$ cat config.mk
export PLATFORM = sky130hd
export DESIGN_NAME = lsu_stack_unit
export DESIGN_NICKNAME = d
export VERILOG_FILES = /design/src/rtl/lsu_pkg.sv /design/src/rtl/lsu_addr_gen.sv /design/src/rtl/lsu_map_check.sv /design/src/rtl/lsu_stack_ptr.sv /design/src/rtl/lsu_stack_unit.sv
export SDC_FILE = /design/constraint.sdc
export NUM_CORES = 1
export LEC_CHECK = 0
export ABC_CLOCK_PERIOD_IN_PS = 4470
export CAP_MARGIN = 5
export CORE_MARGIN = 2
export CORE_UTILIZATION = 30
export CTS_BUF_LIST = sky130_fd_sc_hd__clkbuf_2 sky130_fd_sc_hd__clkbuf_4 sky130_fd_sc_hd__clkbuf_8
export CTS_CLUSTER_DIAMETER = 100
export DETAILED_ROUTE_END_ITERATION = 8
export GPL_ROUTABILITY_DRIVEN = 0
export PLACE_DENSITY_LB_ADDON = 0.25
export SYNTH_ARGS = -nofsm -noshare
export SYNTH_HDL_FRONTEND = slang
export SYNTH_SLANG_ARGS = --single-unit
$ cat constraint.sdc
create_clock -name clk_i -period 4.47 [get_ports clk_i]
set_clock_uncertainty 0.15 [all_clocks]
set_input_delay 0.6705 -clock clk_i [delete_from_list [all_inputs] [get_ports clk_i]]
set_output_delay 0.6705 -clock clk_i [all_outputs]
set_load 0.02 [all_outputs]
$ cat src/rtl/lsu_pkg.sv
package lsu_pkg;
  localparam int unsigned ADDR_W = 32;
  localparam int unsigned NUM_REGIONS = 4;

  typedef enum logic [1:0] {
    OP_MOVE = 2'd0,
    OP_LEA  = 2'd1,
    OP_PUSH = 2'd2,
    OP_POP  = 2'd3
  } op_e;

  typedef enum logic [1:0] {
    WB_IMM  = 2'd0,
    WB_REG2 = 2'd1,
    WB_MEM  = 2'd2,
    WB_ADDR = 2'd3
  } wb_sel_e;

  localparam logic [3:0] ERR_BAD_READ  = 4'd0;
  localparam logic [3:0] ERR_BAD_WRITE = 4'd1;
  localparam logic [3:0] ERR_OVERFLOW  = 4'd4;
  localparam logic [3:0] ERR_UNDERFLOW = 4'd5;

  typedef struct packed {
    logic              rd;
    logic              wr;
    logic              push;
    logic              pop;
    logic [ADDR_W-1:0] addr;
    logic [ADDR_W-1:0] wdata;
    logic              wb_en;
    wb_sel_e           wb_sel;
    logic [ADDR_W-1:0] wb_data;
  } xfer_t;
endpackage

$ cat src/rtl/lsu_addr_gen.sv
module lsu_addr_gen
  import lsu_pkg::*;
(
  input  logic [1:0]        op_i,
  input  logic [2:0]        mode_i,
  input  logic [ADDR_W-1:0] reg1_i,
  input  logic [ADDR_W-1:0] reg2_i,
  input  logic [ADDR_W-1:0] imm_i,
  input  logic [ADDR_W-1:0] sp_i,
  output xfer_t             xfer_o
);
  logic [ADDR_W-1:0] r1_off, r2_off;

  assign r1_off = reg1_i + imm_i;
  assign r2_off = reg2_i + imm_i;

  always_comb begin
    xfer_o = '0;
    unique case (op_e'(op_i))
      OP_MOVE: begin
        unique case (mode_i)
          3'd0: begin
            xfer_o.wb_en = 1'b1; xfer_o.wb_sel = WB_IMM; xfer_o.wb_data = imm_i;
          end
          3'd1: begin
            xfer_o.wb_en = 1'b1; xfer_o.wb_sel = WB_REG2; xfer_o.wb_data = reg2_i;
          end
          3'd2, 3'd3, 3'd4: begin
            xfer_o.rd = 1'b1; xfer_o.wb_en = 1'b1; xfer_o.wb_sel = WB_MEM;
            xfer_o.addr = (mode_i == 3'd2) ? imm_i :
                          (mode_i == 3'd3) ? reg2_i : r2_off;
          end
          default: begin
            xfer_o.wr = 1'b1; xfer_o.wdata = reg2_i;
            xfer_o.addr = (mode_i == 3'd5) ? imm_i :
                          (mode_i == 3'd6) ? reg1_i : r1_off;
          end
        endcase
      end
      OP_LEA: begin
        xfer_o.wb_en = 1'b1; xfer_o.wb_sel = WB_ADDR; xfer_o.wb_data = r2_off;
      end
      OP_PUSH: begin
        xfer_o.push = 1'b1; xfer_o.wr = 1'b1;
        xfer_o.addr = sp_i - 1'b1; xfer_o.wdata = reg1_i;
      end
      default: begin
        xfer_o.pop = 1'b1; xfer_o.rd = 1'b1;
        xfer_o.addr = sp_i; xfer_o.wb_en = 1'b1; xfer_o.wb_sel = WB_MEM;
      end
    endcase
  end
endmodule

$ cat src/rtl/lsu_map_check.sv
module lsu_map_check
  import lsu_pkg::*;
#(
  parameter logic [ADDR_W-1:0] RAM_WORDS  = 32'h0040_0000,
  parameter logic [ADDR_W-1:0] BIOS_BASE  = 32'h1000_0000,
  parameter logic [ADDR_W-1:0] BIOS_WORDS = 32'h0010_0000,
  parameter logic [ADDR_W-1:0] CART_BASE  = 32'h2000_0000,
  parameter logic [ADDR_W-1:0] CART_WORDS = 32'h0800_0000,
  parameter logic [ADDR_W-1:0] CARD_BASE  = 32'h3000_0000,
  parameter logic [ADDR_W-1:0] CARD_WORDS = 32'h0004_0000
) (
  input  logic              clk_i,
  input  logic              rst_ni,
  input  logic [ADDR_W-1:0] addr_i,
  output logic              rd_ok_o,
  output logic              wr_ok_o
);
  localparam logic [ADDR_W-1:0] BASES [NUM_REGIONS] =
    '{32'h0, BIOS_BASE, CART_BASE, CARD_BASE};
  localparam logic [ADDR_W-1:0] SIZES [NUM_REGIONS] =
    '{RAM_WORDS, BIOS_WORDS, CART_WORDS, CARD_WORDS};
  // bit i set: region i accepts stores (RAM and card)
  localparam logic [NUM_REGIONS-1:0] WRITABLE = 4'b1001;

  logic [NUM_REGIONS-1:0] hit;

  for (genvar g = 0; g < NUM_REGIONS; g++) begin : g_region
    logic [ADDR_W-1:0] rel;
    assign rel    = addr_i - BASES[g];
    assign hit[g] = (addr_i >= BASES[g]) && (rel < SIZES[g]);
  end

  assign rd_ok_o = |hit;
  assign wr_ok_o = |(hit & WRITABLE);

  AST_WR_NEEDS_MAP: assert property (@(posedge clk_i) disable iff (!rst_ni)
    wr_ok_o |-> rd_ok_o);
  AST_ONE_REGION: assert property (@(posedge clk_i) disable iff (!rst_ni)
    $onehot0(hit));
endmodule

$ cat src/rtl/lsu_stack_ptr.sv
module lsu_stack_ptr
  import lsu_pkg::*;
#(
  parameter logic [ADDR_W-1:0] RAM_WORDS = 32'h0040_0000
) (
  input  logic              clk_i,
  input  logic              rst_ni,
  input  logic              inc_i,
  input  logic              dec_i,
  output logic [ADDR_W-1:0] sp_o,
  output logic              at_floor_o,
  output logic              at_top_o
);
  localparam logic [ADDR_W-1:0] SP_TOP = RAM_WORDS - 1'b1;

  logic [ADDR_W-1:0] sp_q;

  always_ff @(posedge clk_i or negedge rst_ni) begin
    if (!rst_ni)    sp_q <= SP_TOP;
    else if (dec_i) sp_q <= sp_q - 1'b1;
    else if (inc_i) sp_q <= sp_q + 1'b1;
  end

  assign sp_o       = sp_q;
  assign at_floor_o = (sp_q == '0);
  assign at_top_o   = (sp_q == SP_TOP);

  AST_SP_UNIT_STEP: assert property (@(posedge clk_i) disable iff (!rst_ni)
    (sp_q == $past(sp_q)) || (sp_q == $past(sp_q) + 1) || (sp_q == $past(sp_q) - 1));
  AST_SP_NO_WRAP_DOWN: assert property (@(posedge clk_i) disable iff (!rst_ni)
    dec_i |-> sp_q != '0);
  AST_SP_NO_WRAP_UP: assert property (@(posedge clk_i) disable iff (!rst_ni)
    inc_i |-> sp_q != SP_TOP);
endmodule

$ cat src/rtl/lsu_stack_unit.sv
module lsu_stack_unit
  import lsu_pkg::*;
#(
  parameter logic [31:0] RAM_WORDS  = 32'h0040_0000,
  parameter logic [31:0] BIOS_BASE  = 32'h1000_0000,
  parameter logic [31:0] BIOS_WORDS = 32'h0010_0000,
  parameter logic [31:0] CART_BASE  = 32'h2000_0000,
  parameter logic [31:0] CART_WORDS = 32'h0800_0000,
  parameter logic [31:0] CARD_BASE  = 32'h3000_0000,
  parameter logic [31:0] CARD_WORDS = 32'h0004_0000
) (
  input  logic        clk_i,
  input  logic        rst_ni,
  input  logic        valid_i,
  input  logic [1:0]  op_i,
  input  logic [2:0]  mode_i,
  input  logic [31:0] reg1_i,
  input  logic [31:0] reg2_i,
  input  logic [31:0] imm_i,
  output logic        mem_rd_o,
  output logic        mem_wr_o,
  output logic [31:0] mem_addr_o,
  output logic [31:0] mem_wdata_o,
  output logic        wb_en_o,
  output logic [1:0]  wb_sel_o,
  output logic [31:0] wb_data_o,
  output logic        err_o,
  output logic [3:0]  err_code_o,
  output logic [31:0] sp_o
);
  xfer_t             xfer;
  logic [ADDR_W-1:0] sp;
  logic              at_floor, at_top, rd_ok, wr_ok;
  logic              stk_err, map_err, fault, go;
  logic [3:0]        code_d;

  lsu_addr_gen u_addr (
    .op_i   (op_i),
    .mode_i (mode_i),
    .reg1_i (reg1_i),
    .reg2_i (reg2_i),
    .imm_i  (imm_i),
    .sp_i   (sp),
    .xfer_o (xfer)
  );

  lsu_map_check #(
    .RAM_WORDS (RAM_WORDS),  .BIOS_BASE (BIOS_BASE), .BIOS_WORDS (BIOS_WORDS),
    .CART_BASE (CART_BASE),  .CART_WORDS (CART_WORDS),
    .CARD_BASE (CARD_BASE),  .CARD_WORDS (CARD_WORDS)
  ) u_map (
    .clk_i   (clk_i),
    .rst_ni  (rst_ni),
    .addr_i  (xfer.addr),
    .rd_ok_o (rd_ok),
    .wr_ok_o (wr_ok)
  );

  // stack faults take priority over map faults
  always_comb begin
    stk_err = (xfer.push && at_floor) || (xfer.pop && at_top);
    map_err = (xfer.rd && !rd_ok) || (xfer.wr && !wr_ok);
    fault   = valid_i && (stk_err || map_err);
    go      = valid_i && !fault;
    if (xfer.push && at_floor)    code_d = ERR_OVERFLOW;
    else if (xfer.pop && at_top)  code_d = ERR_UNDERFLOW;
    else if (xfer.wr)             code_d = ERR_BAD_WRITE;
    else                          code_d = ERR_BAD_READ;
  end

  lsu_stack_ptr #(.RAM_WORDS (RAM_WORDS)) u_sp (
    .clk_i      (clk_i),
    .rst_ni     (rst_ni),
    .inc_i      (go && xfer.pop),
    .dec_i      (go && xfer.push),
    .sp_o       (sp),
    .at_floor_o (at_floor),
    .at_top_o   (at_top)
  );

  always_ff @(posedge clk_i or negedge rst_ni) begin
    if (!rst_ni) begin
      mem_rd_o    <= 1'b0;
      mem_wr_o    <= 1'b0;
      mem_addr_o  <= '0;
      mem_wdata_o <= '0;
      wb_en_o     <= 1'b0;
      wb_sel_o    <= '0;
      wb_data_o   <= '0;
      err_o       <= 1'b0;
      err_code_o  <= '0;
    end else begin
      mem_rd_o    <= go && xfer.rd;
      mem_wr_o    <= go && xfer.wr;
      mem_addr_o  <= (go && (xfer.rd || xfer.wr)) ? xfer.addr : '0;
      mem_wdata_o <= (go && xfer.wr) ? xfer.wdata : '0;
      wb_en_o     <= go && xfer.wb_en;
      wb_sel_o    <= go ? xfer.wb_sel : WB_IMM;
      wb_data_o   <= go ? xfer.wb_data : '0;
      err_o       <= fault;
      err_code_o  <= fault ? code_d : '0;
    end
  end

  assign sp_o = sp;

  AST_ONE_STROBE: assert property (@(posedge clk_i) disable iff (!rst_ni)
    !(mem_rd_o && mem_wr_o));
  AST_FAULT_QUIET: assert property (@(posedge clk_i) disable iff (!rst_ni)
    err_o |-> (!mem_rd_o && !mem_wr_o && !wb_en_o));
  AST_IDLE_QUIET: assert property (@(posedge clk_i) disable iff (!rst_ni)
    !valid_i |=> (!mem_rd_o && !mem_wr_o && !wb_en_o && !err_o));
  AST_IDLE_SP: assert property (@(posedge clk_i) disable iff (!rst_ni)
    !valid_i |=> $stable(sp_o));
  AST_FAULT_SP: assert property (@(posedge clk_i) disable iff (!rst_ni)
    fault |=> $stable(sp_o));
endmodule

## Word level (Yosys, flattened, before mapping)

Cells that the tools add are included.
Widths: inputs -> output; s select.

| word-level totals | value |
|---|---|
| flip-flop bits (word level) | 138 |
| output and inout bits | 138 |

| cells by class | value |
|---|---|
| add/subtract/negate cells | 7 |
| $lt $le $gt $ge | 8 |
| eq/ne operators | 9 |
| multiplexer cells | 28 |
| reductions and logical operators | 34 |

Operator list:

| cell | count |
|---|---|
| $mux 32 | 10 |
| $pmux 32 s2 | 4 |
| $pmux 32 s3 | 1 |
| $add 32x32->32 | 2 |
| $ge 32x30->1 const B | 2 |
| $sub 32x30->32 const B | 2 |
| $add 32x1->32 const B | 1 |
| $eq 32x22->1 const B | 1 |
| $ge 32x1->1 const B | 1 |
| $ge 32x29->1 const B | 1 |
| $logic_not 32->1 | 1 |
| $lt 32x19->1 const B | 1 |
| $lt 32x21->1 const B | 1 |
| $lt 32x23->1 const B | 1 |
| $lt 32x28->1 const B | 1 |
| $sub 32x1->32 const B | 1 |
| $sub 32x29->32 const B | 1 |
| $pmux 3 s3 | 2 |
| $logic_and 1x1->1 | 16 |
| $eq 3x3->1 const B | 3 |
| $mux 4 | 2 |
| $eq 3x2->1 const B | 2 |
| $reduce_or 2->1 | 3 |
| $reduce_or 3->1 | 2 |
| other kinds (14) | 24 |

## Logic depth before layout (Yosys ltp)

| depth | value |
|---|---|
| word-level depth | 19 |
| depth in mapped cells | 20 |
| gate-level depth less buffers | 17 |

## Hierarchy

Synthesis repeated with hierarchy kept, for this count alone.

| unflattened totals | value |
|---|---|
| cell total of the unflattened synthesis | 1686 |
| area total of the unflattened synthesis | 13738.2 sq um |

By module, submodules not included:

| module | times used | cells an instance | area each (sq um) | seq. area each (sq um) |
|---|---|---|---|---|
| lsu_addr_gen | 1 | 1056 | 6959.2 | 0.0 |
| lsu_stack_unit | 1 | 239 | 3474.6 | 2602.5 |
| lsu_stack_ptr | 1 | 368 | 3148.0 | 828.3 |
| lsu_map_check | 1 | 23 | 156.4 | 0.0 |

## Worst setup path before layout

OpenSTA, ideal clock, no wires.

| path | value |
|---|---|
| path kind | input -> register |
| start point | in reg1_i[0] |
| end point | reg u_sp.sp_q[25] (netlist: u_sp.sp_o[25]) |
| setup time | 122 ps |
| arrival | 4833 ps |
| path slack | -634 ps |
| stages on the path | 19 |
| path buffers | 2 |
| path through | ha_1 -> fa_1 -> a21oi_1 -> o211ai_1 -> a22oi_1 -> o211ai_1 -> a311oi_1 -> xnor2_1 -> o32ai_1 -> ha_1 -> nand2b_1 -> and4_1 -> o21ai_0 -> o311ai_1 -> a32oi_1 -> buf_6 -> buf_2 -> nor2_1 -> o22a_1 |

| on the way | value |
|---|---|
| longest elaborated chain between the ends | 18 |

RTL lines:

| item | RTL line | RTL |
|---|---|---|
| from (decl) | lsu_stack_unit.sv:17 | `input logic [31:0] reg1_i,` |
| $add 32x32->32 | lsu_addr_gen.sv:14 | `assign r1_off = reg1_i + imm_i;` |
| $mux 32 (*) | lsu_addr_gen.sv:36 | `(mode_i == 3'd6) ? reg1_i : r1_off;` |
| $mux 32 (*) | lsu_addr_gen.sv:35 | `xfer_o.addr = (mode_i == 3'd5) ? imm_i :` |
| $pmux 32 s2 (*) | lsu_addr_gen.sv:21 | `unique case (mode_i)` |
| $pmux 32 s3 (*) | lsu_addr_gen.sv:19 | `unique case (op_e'(op_i))` |
| $sub 32x29->32 or $sub 32x30->32 (tied branches) | lsu_map_check.sv:29 | `assign rel = addr_i - BASES[g];` |
| $lt 32x21->1, or another cell as far along | lsu_map_check.sv:30 | `assign hit[g] = (addr_i >= BASES[g]) && (rel < SIZES[g]);` |
| $logic_and 1x1->1 | lsu_map_check.sv:30 |  |
| [... 2 more ...] | -- |  |
| $logic_and 1x1->1 | lsu_stack_unit.sv:62 | `map_err = (xfer.rd && !rd_ok) \|\| (xfer.wr && !wr_ok);` |
| $logic_or 1x1->1 (*) | lsu_stack_unit.sv:62 |  |
| $logic_or 1x1->1 (*) | lsu_stack_unit.sv:63 | `fault = valid_i && (stk_err \|\| map_err);` |
| $logic_and 1x1->1 (*) | lsu_stack_unit.sv:63 |  |
| $logic_not 1->1 (*) | lsu_stack_unit.sv:64 | `go = valid_i && !fault;` |
| $logic_and 1x1->1 (*) | lsu_stack_unit.sv:64 |  |
| $logic_and 1x1->1 (on tied branches) | lsu_stack_unit.sv:75, lsu_stack_unit.sv:74 |  |
| $mux 32 or $reduce_bool 2->1 (tied branches) | -- |  |
| to (signal assigned) | lsu_stack_ptr.sv:20 | `else if (dec_i) sp_q <= sp_q - 1'b1;` |
| to (signal assigned) | lsu_stack_ptr.sv:21 | `else if (inc_i) sp_q <= sp_q + 1'b1;` |
| to (decl) | lsu_stack_ptr.sv:16 | `logic [ADDR_W-1:0] sp_q;` |

Every way passes the cells marked *; elsewhere a longest branch is shown, timed or not.
A chain may end at the register's enable or synchronous reset.

## Worst setup path in the final report

| path | value |
|---|---|
| start point | in reg2_i[4] |
| end point | reg mem_addr_o[5] |

| on the way | value |
|---|---|
| longest elaborated chain between the ends | 18 |

RTL lines:

| item | RTL line | RTL |
|---|---|---|
| from (decl) | lsu_stack_unit.sv:18 | `input logic [31:0] reg2_i,` |
| $add 32x32->32 | lsu_addr_gen.sv:15 | `assign r2_off = reg2_i + imm_i;` |
| $mux 32 (*) | lsu_addr_gen.sv:31 | `(mode_i == 3'd3) ? reg2_i : r2_off;` |
| $mux 32 (*) | lsu_addr_gen.sv:30 | `xfer_o.addr = (mode_i == 3'd2) ? imm_i :` |
| $pmux 32 s2 (*) | lsu_addr_gen.sv:21 |  |
| $pmux 32 s3 (*) | lsu_addr_gen.sv:19 |  |
| $sub 32x29->32 or $sub 32x30->32 (tied branches) | lsu_map_check.sv:29 |  |
| $lt 32x21->1, or another cell as far along | lsu_map_check.sv:30 |  |
| $logic_and 1x1->1 | lsu_map_check.sv:30 |  |
| [... 2 more ...] | -- |  |
| $logic_and 1x1->1 | lsu_stack_unit.sv:62 |  |
| $logic_or 1x1->1 | lsu_stack_unit.sv:62 |  |
| $logic_or 1x1->1 | lsu_stack_unit.sv:63 |  |
| $logic_and 1x1->1 | lsu_stack_unit.sv:63 |  |
| $logic_not 1->1 | lsu_stack_unit.sv:64 |  |
| $logic_and 1x1->1 | lsu_stack_unit.sv:64 |  |
| $logic_and 1x1->1 | lsu_stack_unit.sv:95 | `mem_addr_o <= (go && (xfer.rd \|\| xfer.wr)) ? xfer.addr : '0;` |
| $mux 32 (*) | lsu_stack_unit.sv:95 |  |
| to (signal assigned) | lsu_stack_unit.sv:95 |  |
| to (decl) | lsu_stack_unit.sv:22 | `output logic [31:0] mem_addr_o,` |

Marks and branches as above.

==> summary.md <==
| Metric | Value |
|---|---|
| Failing checks | setup timing |
| DRC Markers | 0 |
| Worst Setup End Kind | flip-flop |
| CP peak stage delay | 0.42 ns |
| Overflow after GRT | 0 |
| #FFs+latches synth | 136 |
| Fin util | 0.496 |
| # Max-Cap Violations | 0 |
| PwrDens | about 240 nW/um^2 |
| Routed vias | 17195 |
| Io pins | 242 |
| Final setup viols | 122 |
| CTS Buf Count | 17 |
| CTS tree | yes |
| Ant diodes | 0 |
| Slew HR | 0.365 |
| Worst-path cell chain | dlygate4sd2_1, ha_4, a21o_1, buf_4, a221o_1, a211oi_2, buf_4, o31ai_4, buf_4, xor2_1, or3_1, nand4_1, nand4_1, nor4bb_2, a32oi_2, buf_12, nor3_4, buf_6, buf_6, and2_4 |
| Yosys top cell by area | dfrtp_1 |
| CTS root buffer | clkbuf_8 |
| H-tree levels | 4 |
| Worst path slowest cell | a221o_1 |
| Clock transition at path regs | 0.09 ns |
| Fraction of layout cells with a size suffix above 1 | 0.352 |
| RR Startpoint | u_sp.sp_o[16] |
| Final WL | 67.0 mm |
| Clock Path Buffers | 2 |
| Least-Margin Pin Slew | around 0.95 ns |
| # clock sinks | 136 |
| RSZ-0062 raised after global routing | true |
| CP Launch Type | primary input |
| Die span in y | 215 um |
| Arr. time, crit path | 4.99 ns |
| Vias per inst | 5.73 |
| Worst hold slack | 0.0219 ns |
| Total power | 5.17 mW |
| Worst VDD drop | 0.226 mV |
| Worst skew pair latency | 0.56 ns |
| First DRT Iteration DRCs | 1754 |
| Post-Syn Instances | 1718 |
| P&R area growth vs syn | 63.9% |
| Final Max Tran Viols | 0 |
| P_leak | between 9 and 10 nW |
| Core box area | 44000 um^2 |
| Site Rows | 77 |
| Initial antenna violation count | 1 |
| First-pass GRT wire length | 100 mm |
| Crit-path max FO | 7 |
| Async S/R FF share, synth | 1.00 |
| Die width | 215 um |
| Largest net degree at the start of global routing | 83 |
| Yosys warning count | 0 |
| CP Data Required Time | 4.83 ns |
| Worst R2R End | mem_addr_o[5] |
| Final HPWL DP | 50.7 mm |
| Hold Crit Class | primary input to asynchronous set/reset pin |
| GRT Total Usage | 0.282 |
| Reg2reg path depth | 17 |
| Register area | 3430 um^2 |
| Multi-input gate area | 10600 um^2 |
| Synth cell types | 89 |
| Nets@finish | 2573 |
| Main flop type after synthesis | dfrtp_1 |
| Status | complete, but fails checks |
| Final period utilization | 1.04 |
| Fmax | 0.216 GHz |
| DRT Pass-1 Iters | 6 |
| Synth top area share | 0.214 |
| Drt wl/cell | 22.3 um |
| Die area | 46200 um^2 |
| CTS Hold Bufs | 0 |
| ANT nets after route | 0 |
| Top post-synthesis cells by area | dfrtp_1 (21%), ha_1 (6.7%), nor2_1 (5.7%) |
| Part of the Yosys area used for sequential elements | 0.257 |
| Avg Synthesized Cell Area | 7.76 um^2 |
| Final min period | 4.64 ns |
| Post-Syn Area | 13300 um^2 |
| Register-to-register setup slack | -0.14 ns |
| Final Hold Fails | 0 |
| Final WS setup | -0.167 ns |
| Number of I/O port buffers | between 200 and 250 |
| Layout fillers | 4282 |
| Crit Path Category | primary input to flip-flop |
| CP dominant cell by count | buf_4 |
| Vias in the first global route | 17065 |
| Initial Util | 0.303 |
| EDFF count, synth | 0 |
cell usage in the layout (no fill, tap or decap), types with 18 or more instances in the layout:
cell,Yosys,final
clkdlybuf4s50_1,0,167
nor2_1,202,192
a22oi_1,69,65
xor2_1,37,36
nand4_1,28,28
nor3_1,57,46
o211ai_1,19,19
mux2i_1,37,37
a22o_1,31,31
ha_1,71,25
dfstp_2,22,22
a21o_1,37,37
nand3_1,33,26
xnor2_1,43,42
nand2_1,136,129
o21a_1,18,18
dfrtp_1,114,114
o21ai_0,107,93
ha_4,0,41
a21oi_1,139,118
buf_4,2,530
o22ai_1,23,23
dlygate4sd2_1,0,42
inv_1,32,30
per-layer routing:
layer	part of all wire	vias up	track usage	routed length (um)
li1	-	7799	-	-
met1	0.41	8276	0.358	27600
met2	0.45	912	0.446	30200
met3	0.080	208	0.0570	5340
met4	0.058	0	0.156	3890
met5	0	-	0	0
cells by family (layout without fill, tap and decap cells):
group,after synthesis,after routing,synth area share
flops,136,136,0.257
simple gates,597,597,0.218
buf+inv,169,858,0.0509
compound gates,607,607,0.308
other cells,1,3,0.000281
fa+ha+maj,73,73,0.0696
xor+xnor,80,80,0.0525
mux,55,55,0.0430
power by group:
group	switching, mW	leakage [nW]	internal [mW]
Clock	0.571	0.170	0.397
Combinational	1.52	7.40	1.31
Sequential	0.0431	1.79	1.33
through the flow:
stage | instance area (um^2) | setup WS [ns] | std cells | setup TNS, ns
2_1_floorplan | 13600 | -0.156 | 1720 | -5.61
3_3_place_gp | 19900 | -1.22 | 2905 | -135.75
3_5_place_dp | 19900 | -1.30 | 2905 | -145.35
4_1_cts | 21200 | -0.0103 | 2982 | -0.0173
5_1_grt | 21900 | -0.264 | 3001 | -20.69
6_report | 21900 | -0.167 | 3001 | -7.14
state kept, by name, summed over array words and instances, names as in the netlist:
register,flops
err_code_o,2
wb_en_o,1
mem_rd_o,1
mem_wr_o,1
u_sp.sp_o,32
err_o,1
mem_wdata_o,32
wb_sel_o,2
mem_addr_o,32
wb_data_o,32
area by class of cell:
cell class,instances,share of cell area
flip-flops and latches,136,0.157
clock buffers,19,0.0114
inverters,34,0.00595
repair buffers,792,0.304
clock inverters,13,0.00446
well taps,592,0.0339
multi-input cells,1415,0.484
what timing repair did:
item                       4_1_cts  5_1_grt
setup buffers                   45       17
resized for setup              209      141
setup endpoints to repair      134      134
pin swaps                       67       64
gates cloned                     0        2
hold endpoints to repair         0        0
worst max path at each step:
stage                  start            end  slack (ns)  depth (start not counted)
6_report           reg2_i[4]  mem_addr_o[5]       -0.17                         20
5_1_grt        u_sp.sp_o[16]  mem_addr_o[2]       -0.26                         17
4_1_cts        u_sp.sp_o[16]  u_sp.sp_o[29]       -0.01                         17
3_5_place_dp       imm_i[11]   u_sp.sp_o[1]       -1.30                         18
3_3_place_gp       imm_i[11]   u_sp.sp_o[1]       -1.22                         18
2_1_floorplan      reg2_i[0]  u_sp.sp_o[23]       -0.16                         19
cell usage after synthesis, types with 33 or more instances:
cell type / instances
o21ai_0: 107
ha_1: 71
nand3_1: 33
a22oi_1: 69
mux2i_1: 37
nor3_1: 57
nor2_1: 202
nand2_1: 136
a21oi_1: 139
clkbuf_1: 105
dfrtp_1: 114
xnor2_1: 43
xor2_1: 37
a21o_1: 37
worst max-delay path, delay by kind of cell:
family                   cells  cell delay, ns
buffers and inverters        7            1.22
adder cells (fa/ha/maj)      1            0.28
AND/OR/NAND/NOR              6            1.53
XOR/XNOR                     1            0.16
AO/OA/AOI/OAI                5            1.13
Note: power is estimated with default switching activity, not from simulation.
